===== src/rtl/lps_pkg.sv =====
package lps_pkg;
    typedef enum logic [1:0] {
        LM_IDLE = 2'b00,
        LM_TX   = 2'b01,
        LM_RX   = 2'b10,
        LM_RSV  = 2'b11
    } lane_mode_e;
endpackage


===== src/rtl/lps_mode_bank.sv =====
module lps_mode_bank #(
    parameter int N  = 16,
    parameter int IW = 4
) (
    input  logic          clk,
    input  logic          rst_n,
    input  logic          hold,
    input  logic          we,
    input  logic [IW-1:0] lane,
    input  logic [1:0]    mode,
    output logic [N-1:0]  act_tx,
    output logic [N-1:0]  act_rx
);
    import lps_pkg::*;

    typedef struct packed {
        logic [N-1:0][1:0] mode;
    } mb_st_t;

    mb_st_t st_d, st_q;

    always_comb begin
        st_d = st_q;
        if (hold && we && (int'(lane) < N)) begin
            st_d.mode[lane] = mode;
        end
    end

    always_ff @(posedge clk or negedge rst_n) begin
        if (!rst_n) st_q <= '0;
        else        st_q <= st_d;
    end

    for (genvar i = 0; i < N; i++) begin : g_act
        assign act_tx[i] = (st_q.mode[i] == LM_TX);
        assign act_rx[i] = (st_q.mode[i] == LM_RX);
    end


    mode_frozen_chk: assert property (@(posedge clk) disable iff (!rst_n)
        !hold |=> $stable(st_q.mode));
endmodule


===== src/rtl/lps_lowbit.sv =====
module lps_lowbit #(
    parameter int N  = 16,
    parameter int IW = 4
) (
    input  logic [N-1:0]  vec,
    output logic [IW-1:0] idx,
    output logic          any
);
    always_comb begin
        idx = '0;
        for (int i = N - 1; i >= 0; i--) begin
            if (vec[i]) idx = IW'(i);
        end
    end
    assign any = |vec;
endmodule


===== src/rtl/lps_tx_path.sv =====
module lps_tx_path #(
    parameter int N  = 16,
    parameter int DW = 32,
    parameter int IW = 4
) (
    input  logic          clk,
    input  logic          rst_n,
    input  logic          hold,
    input  logic          strobe,
    input  logic [N-1:0]  act,
    input  logic          wr_en,
    input  logic [DW-1:0] wdata,
    output logic [N*DW-1:0] lane_out,
    output logic          ready,
    output logic          urun_evt,
    output logic          xs_evt
);
    typedef struct packed {
        logic [N-1:0]          pend;
        logic [N-1:0][DW-1:0]  bufs;
        logic [N-1:0][DW-1:0]  outs;
        logic                  ready;
    } tx_st_t;

    tx_st_t st_d, st_q;
    logic [IW-1:0] tgt;
    logic          have;

    lps_lowbit #(.N(N), .IW(IW)) u_pick (
        .vec (st_q.pend),
        .idx (tgt),
        .any (have)
    );

    always_comb begin
        st_d       = st_q;
        st_d.ready = 1'b0;
        urun_evt   = 1'b0;
        xs_evt     = 1'b0;
        if (hold) begin
            st_d.pend = '0;
            st_d.outs = '0;
        end else if (strobe) begin
            urun_evt = |st_q.pend;
            for (int i = 0; i < N; i++) begin
                st_d.outs[i] = act[i] ? st_q.bufs[i] : '0;
            end
            st_d.pend  = act;
            st_d.ready = 1'b1;
        end else if (wr_en) begin
            if (have) begin
                st_d.bufs[tgt] = wdata;
                st_d.pend[tgt] = 1'b0;
            end else begin
                xs_evt = 1'b1;
            end
        end
    end

    always_ff @(posedge clk or negedge rst_n) begin
        if (!rst_n) st_q <= '0;
        else        st_q <= st_d;
    end

    assign lane_out = st_q.outs;
    assign ready    = st_q.ready;


    tx_pend_subset_chk: assert property (@(posedge clk) disable iff (!rst_n || hold)
        (st_q.pend & ~act) == '0);

    tx_ready_chk: assert property (@(posedge clk) disable iff (!rst_n)
        (strobe && !hold) |=> ready);

    tx_hold_quiet_chk: assert property (@(posedge clk) disable iff (!rst_n)
        hold |=> (lane_out == '0 && !ready));

    tx_one_served_chk: assert property (@(posedge clk) disable iff (!rst_n)
        (wr_en && have && !strobe && !hold) |=>
            $countones(st_q.pend) == $countones($past(st_q.pend)) - 1);
endmodule


===== src/rtl/lps_rx_path.sv =====
module lps_rx_path #(
    parameter int N  = 16,
    parameter int DW = 32,
    parameter int IW = 4
) (
    input  logic            clk,
    input  logic            rst_n,
    input  logic            hold,
    input  logic            strobe,
    input  logic [N-1:0]    act,
    input  logic            rd_en,
    input  logic [N*DW-1:0] lane_in,
    output logic [DW-1:0]   rdata,
    output logic            ready,
    output logic            orun_evt
);
    typedef struct packed {
        logic [N-1:0]          unread;
        logic [N-1:0][DW-1:0]  bufs;
        logic                  ready;
    } rx_st_t;

    rx_st_t st_d, st_q;
    logic [IW-1:0] tgt;
    logic          have;

    lps_lowbit #(.N(N), .IW(IW)) u_pick (
        .vec (st_q.unread),
        .idx (tgt),
        .any (have)
    );

    always_comb begin
        st_d       = st_q;
        st_d.ready = 1'b0;
        orun_evt   = 1'b0;
        if (hold) begin
            st_d.unread = '0;
        end else if (strobe) begin
            orun_evt = |st_q.unread;
            for (int i = 0; i < N; i++) begin
                if (act[i]) st_d.bufs[i] = lane_in[i*DW +: DW];
            end
            st_d.unread = act;
            st_d.ready  = 1'b1;
        end else if (rd_en && have) begin
            st_d.unread[tgt] = 1'b0;
        end
    end

    always_ff @(posedge clk or negedge rst_n) begin
        if (!rst_n) st_q <= '0;
        else        st_q <= st_d;
    end

    assign rdata = have ? st_q.bufs[tgt] : '0;
    assign ready = st_q.ready;


    rx_one_read_chk: assert property (@(posedge clk) disable iff (!rst_n)
        (rd_en && have && !strobe && !hold) |=>
            $countones(st_q.unread) == $countones($past(st_q.unread)) - 1);

    rx_reload_chk: assert property (@(posedge clk) disable iff (!rst_n)
        (strobe && !hold) |=> (st_q.unread == $past(act) && ready));
endmodule


===== src/rtl/lane_port_seq.sv =====
module lane_port_seq #(
    parameter int N  = 16,
    parameter int DW = 32,
    parameter int IW = (N > 1) ? $clog2(N) : 1
) (
    input  logic            clk,
    input  logic            rst_n,
    input  logic            seq_hold,
    input  logic            cfg_we,
    input  logic [IW-1:0]   cfg_lane,
    input  logic [1:0]      cfg_mode,
    input  logic            tx_path_sel,
    input  logic            rx_path_sel,
    input  logic            port_wr,
    input  logic [DW-1:0]   port_wdata,
    input  logic            port_rd,
    output logic [DW-1:0]   port_rdata,
    input  logic            slot_strobe,
    input  logic [N*DW-1:0] lane_rx_data,
    output logic [N*DW-1:0] lane_tx_data,
    output logic            tx_ready,
    output logic            rx_ready,
    output logic            underrun,
    output logic            overrun,
    output logic            excess_wr,
    input  logic [2:0]      sts_clr
);
    typedef struct packed {
        logic xs;
        logic orun;
        logic urun;
    } sts_t;

    sts_t st_d, st_q;

    logic [N-1:0] act_tx, act_rx;
    logic         wr_en, rd_en;
    logic         urun_evt, orun_evt, xs_evt;

    lps_mode_bank #(.N(N), .IW(IW)) u_modes (
        .clk    (clk),
        .rst_n  (rst_n),
        .hold   (seq_hold),
        .we     (cfg_we),
        .lane   (cfg_lane),
        .mode   (cfg_mode),
        .act_tx (act_tx),
        .act_rx (act_rx)
    );

    assign wr_en = port_wr && !tx_path_sel && !seq_hold && !slot_strobe;
    assign rd_en = port_rd && !rx_path_sel && !seq_hold && !slot_strobe;

    lps_tx_path #(.N(N), .DW(DW), .IW(IW)) u_tx (
        .clk      (clk),
        .rst_n    (rst_n),
        .hold     (seq_hold),
        .strobe   (slot_strobe),
        .act      (act_tx),
        .wr_en    (wr_en),
        .wdata    (port_wdata),
        .lane_out (lane_tx_data),
        .ready    (tx_ready),
        .urun_evt (urun_evt),
        .xs_evt   (xs_evt)
    );

    lps_rx_path #(.N(N), .DW(DW), .IW(IW)) u_rx (
        .clk      (clk),
        .rst_n    (rst_n),
        .hold     (seq_hold),
        .strobe   (slot_strobe),
        .act      (act_rx),
        .rd_en    (rd_en),
        .lane_in  (lane_rx_data),
        .rdata    (port_rdata),
        .ready    (rx_ready),
        .orun_evt (orun_evt)
    );

    always_comb begin
        st_d.urun = urun_evt | (st_q.urun & ~sts_clr[0]);
        st_d.orun = orun_evt | (st_q.orun & ~sts_clr[1]);
        st_d.xs   = xs_evt   | (st_q.xs   & ~sts_clr[2]);
    end

    always_ff @(posedge clk or negedge rst_n) begin
        if (!rst_n) st_q <= '0;
        else        st_q <= st_d;
    end

    assign underrun  = st_q.urun;
    assign overrun   = st_q.orun;
    assign excess_wr = st_q.xs;


    underrun_sticky_chk: assert property (@(posedge clk) disable iff (!rst_n)
        (underrun && !sts_clr[0]) |=> underrun);

    overrun_sticky_chk: assert property (@(posedge clk) disable iff (!rst_n)
        (overrun && !sts_clr[1]) |=> overrun);

    tx_path_off_chk: assert property (@(posedge clk) disable iff (!rst_n)
        (tx_path_sel && !slot_strobe && !excess_wr && sts_clr == 3'b000) |=> !excess_wr);
endmodule


===== config.mk =====
export PLATFORM = sky130hd
export DESIGN_NAME = lane_port_seq
export DESIGN_NICKNAME = d
export VERILOG_FILES = /design/src/rtl/lps_pkg.sv /design/src/rtl/lps_mode_bank.sv /design/src/rtl/lps_lowbit.sv /design/src/rtl/lps_tx_path.sv /design/src/rtl/lps_rx_path.sv /design/src/rtl/lane_port_seq.sv
export SDC_FILE = /design/constraint.sdc
export NUM_CORES = 2
export LEC_CHECK = 0
export ABC_AREA = 0
export BUFFER_PORTS_ARGS = -buffer_cell sky130_fd_sc_hd__buf_4
export CORE_AREA = 8 8 425 427
export CTS_CLUSTER_DIAMETER = 150
export CTS_CLUSTER_SIZE = 25
export DETAILED_ROUTE_END_ITERATION = 7
export DIE_AREA = 0 0 433 435
export HOLD_SLACK_MARGIN = 0.05
export PLACE_DENSITY = 0.54
export SKIP_CTS_REPAIR_TIMING = 1
export SYNTH_ARGS = -nofsm -noshare
export SYNTH_HDL_FRONTEND = slang
export SYNTH_SLANG_ARGS = --single-unit

===== constraint.sdc =====
create_clock -name clk -period 3.3 [get_ports clk]
set_input_delay 0.33 -clock clk [delete_from_list [all_inputs] [get_ports clk]]
set_output_delay 0.33 -clock clk [all_outputs]
set_load 0.03 [all_outputs]

==> summary.md <==
| Metric | Value |
|---|---|
| Required @ worst endpoint | `2.97 ns` |
| Mapped Nets | `5292` |
| Synth Flop Type | `dfrtp_1` |
| Hold Path Class | `primary input to flip-flop` |
| Synth Warn # | `0` |
| Final Critical Period | `3.98 ns` |
| HPWL after detailed placement | `171 mm` |
| Vias in the first global route | `43500` |
| First-pass GRT wire length | `340 mm` |
| Multi-input logic area | `22500 um^2` |
| DRT antenna net count | `0` |
| Gate count after technology mapping | `4730` |
| GRT overflow | `0` |
| Worst Max-Slew Pin Slew | `1.12 ns` |
| Top cells by area, synth | `dfrtp_1 (60%), mux2_2 (19%), a22o_1 (6.7%)` |
| Layout net count | `6377` |
| DR WL/cell | `30.1 um` |
| Chip Width | `433 um` |
| Cells after DPL | `7526` |
| Most frequent cell after synthesis | `dfrtp_1` |
| Final setup margin | `-0.675 ns` |
| Fin crit share | `120%` |
| Max-Cap Viols | `0` |
| Max VDD drop | `426 uV` |
| Violation count after the first detailed-route iteration | `3100` |
| Unique masters post-synth | `56` |
| Yosys reg bits | `1604` |
| CTS clock-pin slew for the worst setup and hold paths | `0.11 ns` |
| Status | `finished with violations` |
| Gr usage total | `24.7%` |
| Yosys top cell area share | `60.0%` |
| Die Y | `435 um` |
| Leak | `39.7 nW` |
| RSZ-0062 raised after global routing | `yes` |
| Critical path startpoint category | `flip-flop` |
| Post-Syn Area | `66900 um^2` |
| Clk_lat worst skew | `0.72 ns` |
| DIE AREA | `188000 um^2` |
| # fillers | `15200` |
| Row count | `153` |
| EDFF count, synth | `0` |
| FFs w/ async S/R, synth | `100%` |
| Initial antenna violation count | `68` |
| Final setup viols | `32` |
| Clock sinks | `1604` |
| Buffers & Inverters on Critical Path | `2` |
| Core Area | `173000 um^2` |
| Fmax | `252 MHz` |
| Arr. time, crit path | `3.65 ns` |
| Sequential cell area | `40100 um^2` |
| Via Count | `44200` |
| Area growth syn-to-layout | `25.5%` |
| Residual DRC count | `0` |
| Final Hold Violating Endpoints | `0` |
| R2R setup slack | `0.41 ns` |
| Crit-path leading delay family | `simple AND/OR/NAND/NOR gates` |
| Slew margin rel. | `25.6%` |
| Setup Skew | `0.0441 ns` |
| Routed Wire Length | `247 mm` |
| Top cell type by total area after synthesis | `dfrtp_1` |
| RD Place Congestion | `0.864` |
| Largest net degree at the start of global routing | `203` |
| Sequential area share after synthesis | `60.0%` |
| Most frequent cells after synthesis | `dfrtp_1 (1604), mux2_2 (1108), buf_4 (517)` |
| Failing checks | `negative setup slack` |
| Slowest CP cell | `nor4_4` |
| TritonCTS buffer count | `74` |
| Root Driver | `clkbuf_16` |
| Slew Limit Fails | `0` |
| DR pass1 iterations | `7` |
| Pre-CTS WS | `-0.428 ns` |
| Worst path max stage delay | `0.59 ns` |
| Pwr Density | `618 nW/um^2` |
| PortBufs | `1110` |
| CP endpoint kind | `output pin` |
| CTS tree | `yes` |
| H-tree levels | `3` |
| Util after Layout | `48.4%` |
| Starting Density | `38.6%` |
| Kind of critical path | `flip-flop to output pin` |
| Crit-path max FO | `8` |
| Hold WS | `0.104 ns` |
| Syn_area_per_cell | `14.1 um^2` |
| IO Pins | `1111` |
| Total power | `51.8 mW` |
| Crit-path cells | `or3_4, or3_4, o221a_4, clkbuf_16, mux2_2, o221ai_4, nor4_4, buf_6` |
| Worst-case clock buffer depth | `3` |
| Finished Layout Cells | `8194` |
| Most used cell, CP | `or3_4` |
| Post-DR vias/cell | `5.39` |
| Share of cells above drive strength 1 | `45.9%` |
==> cells in the final DEF (no fill, tap or decap), drive strengths merged, types with 37 or more instances in the layout <==
cell	count
a22o	512
buf	1322
clkbuf	84
dfrtp	1604
diode	45
dlygate4sd3	520
mux2	1108
mux2i	37
nand2	76
o221ai	63
o22ai	70
o2bb2ai	112
==> final timing paths <==
path,start,end,depth (start not counted)
max,u_rx.st_q[520],port_rdata[26],8
min,port_wdata[31],u_tx.st_q[992],3
max reg2reg,u_tx.st_q[1033],u_tx.st_q[986],8
min reg2reg,u_tx.st_q[942],u_tx.lane_out[429],1
max in group asynchronous,rst_n,u_rx.st_q[409],4
min in group asynchronous,rst_n,u_tx.lane_out[106],2
==> where the power goes <==
part / switching, mW / internal [mW]
logic: 7.48 / 7.68
clock network: 6.51 / 4.32
registers: 2.40 / 23.4
==> worst min-delay path, delay by kind of cell <==
| kind | cells | cell delay [ns] |
|---|---|---|
| AO/OA/AOI/OAI | 1 | 0.08 |
| buffers and inverters | 1 | 0.20 |
| AND/OR/NAND/NOR | 1 | 0.16 |
==> layout make-up <==
cell class	instances	area share, %
sequential	1604	47.8
multi-input combinational	2275	26.8
timing repair buffer	1849	19.2
tap	2325	3.47
clock buffer	77	2.27
clock inverter	8	0.191
antenna	45	0.134
inverter	11	0.0492
==> logic make-up after synthesis <==
logic type | share of synthesized area (%)
flip-flops | 60.0
multiplexers | 19.2
AO/OA/AOI/OAI | 10.9
buffers and inverters | 7.76
AND/OR/NAND/NOR | 2.09
==> layer usage <==
| layer | GRT usage (%) | routed length [um] | up-vias |
|---|---|---|---|
| met4 | 9.30 | 12300 | 24 |
| met2 | 43.1 | 125000 | 1491 |
| met1 | 30.0 | 96100 | 23300 |
| li1 | - | - | 19000 |
| met3 | 5.29 | 12700 | 394 |
| met5 | 0 | 139 | - |
==> sequential cells by signal, indices dropped and copies added, names as in the netlist <==
| name | count |
|---|---|
| u_modes.st_q | 32 |
| overrun | 1 |
| u_tx.st_q | 528 |
| excess_wr | 1 |
| u_rx.ready | 1 |
| u_tx.lane_out | 512 |
| u_rx.st_q | 528 |
| underrun | 1 |
==> per-stage QoR <==
| stage | instance area [um^2] | TNS, ns |
|---|---|---|
| global route | 83900 | -21.75 |
| global placement | 75600 | -3.27 |
| CTS | 77600 | -27.02 |
| finish | 83900 | -17.89 |
| floorplan | 66900 | 0 |
| detailed placement | 75600 | -2.82 |
No activity file was read; power rests on OpenSTA's default activity.
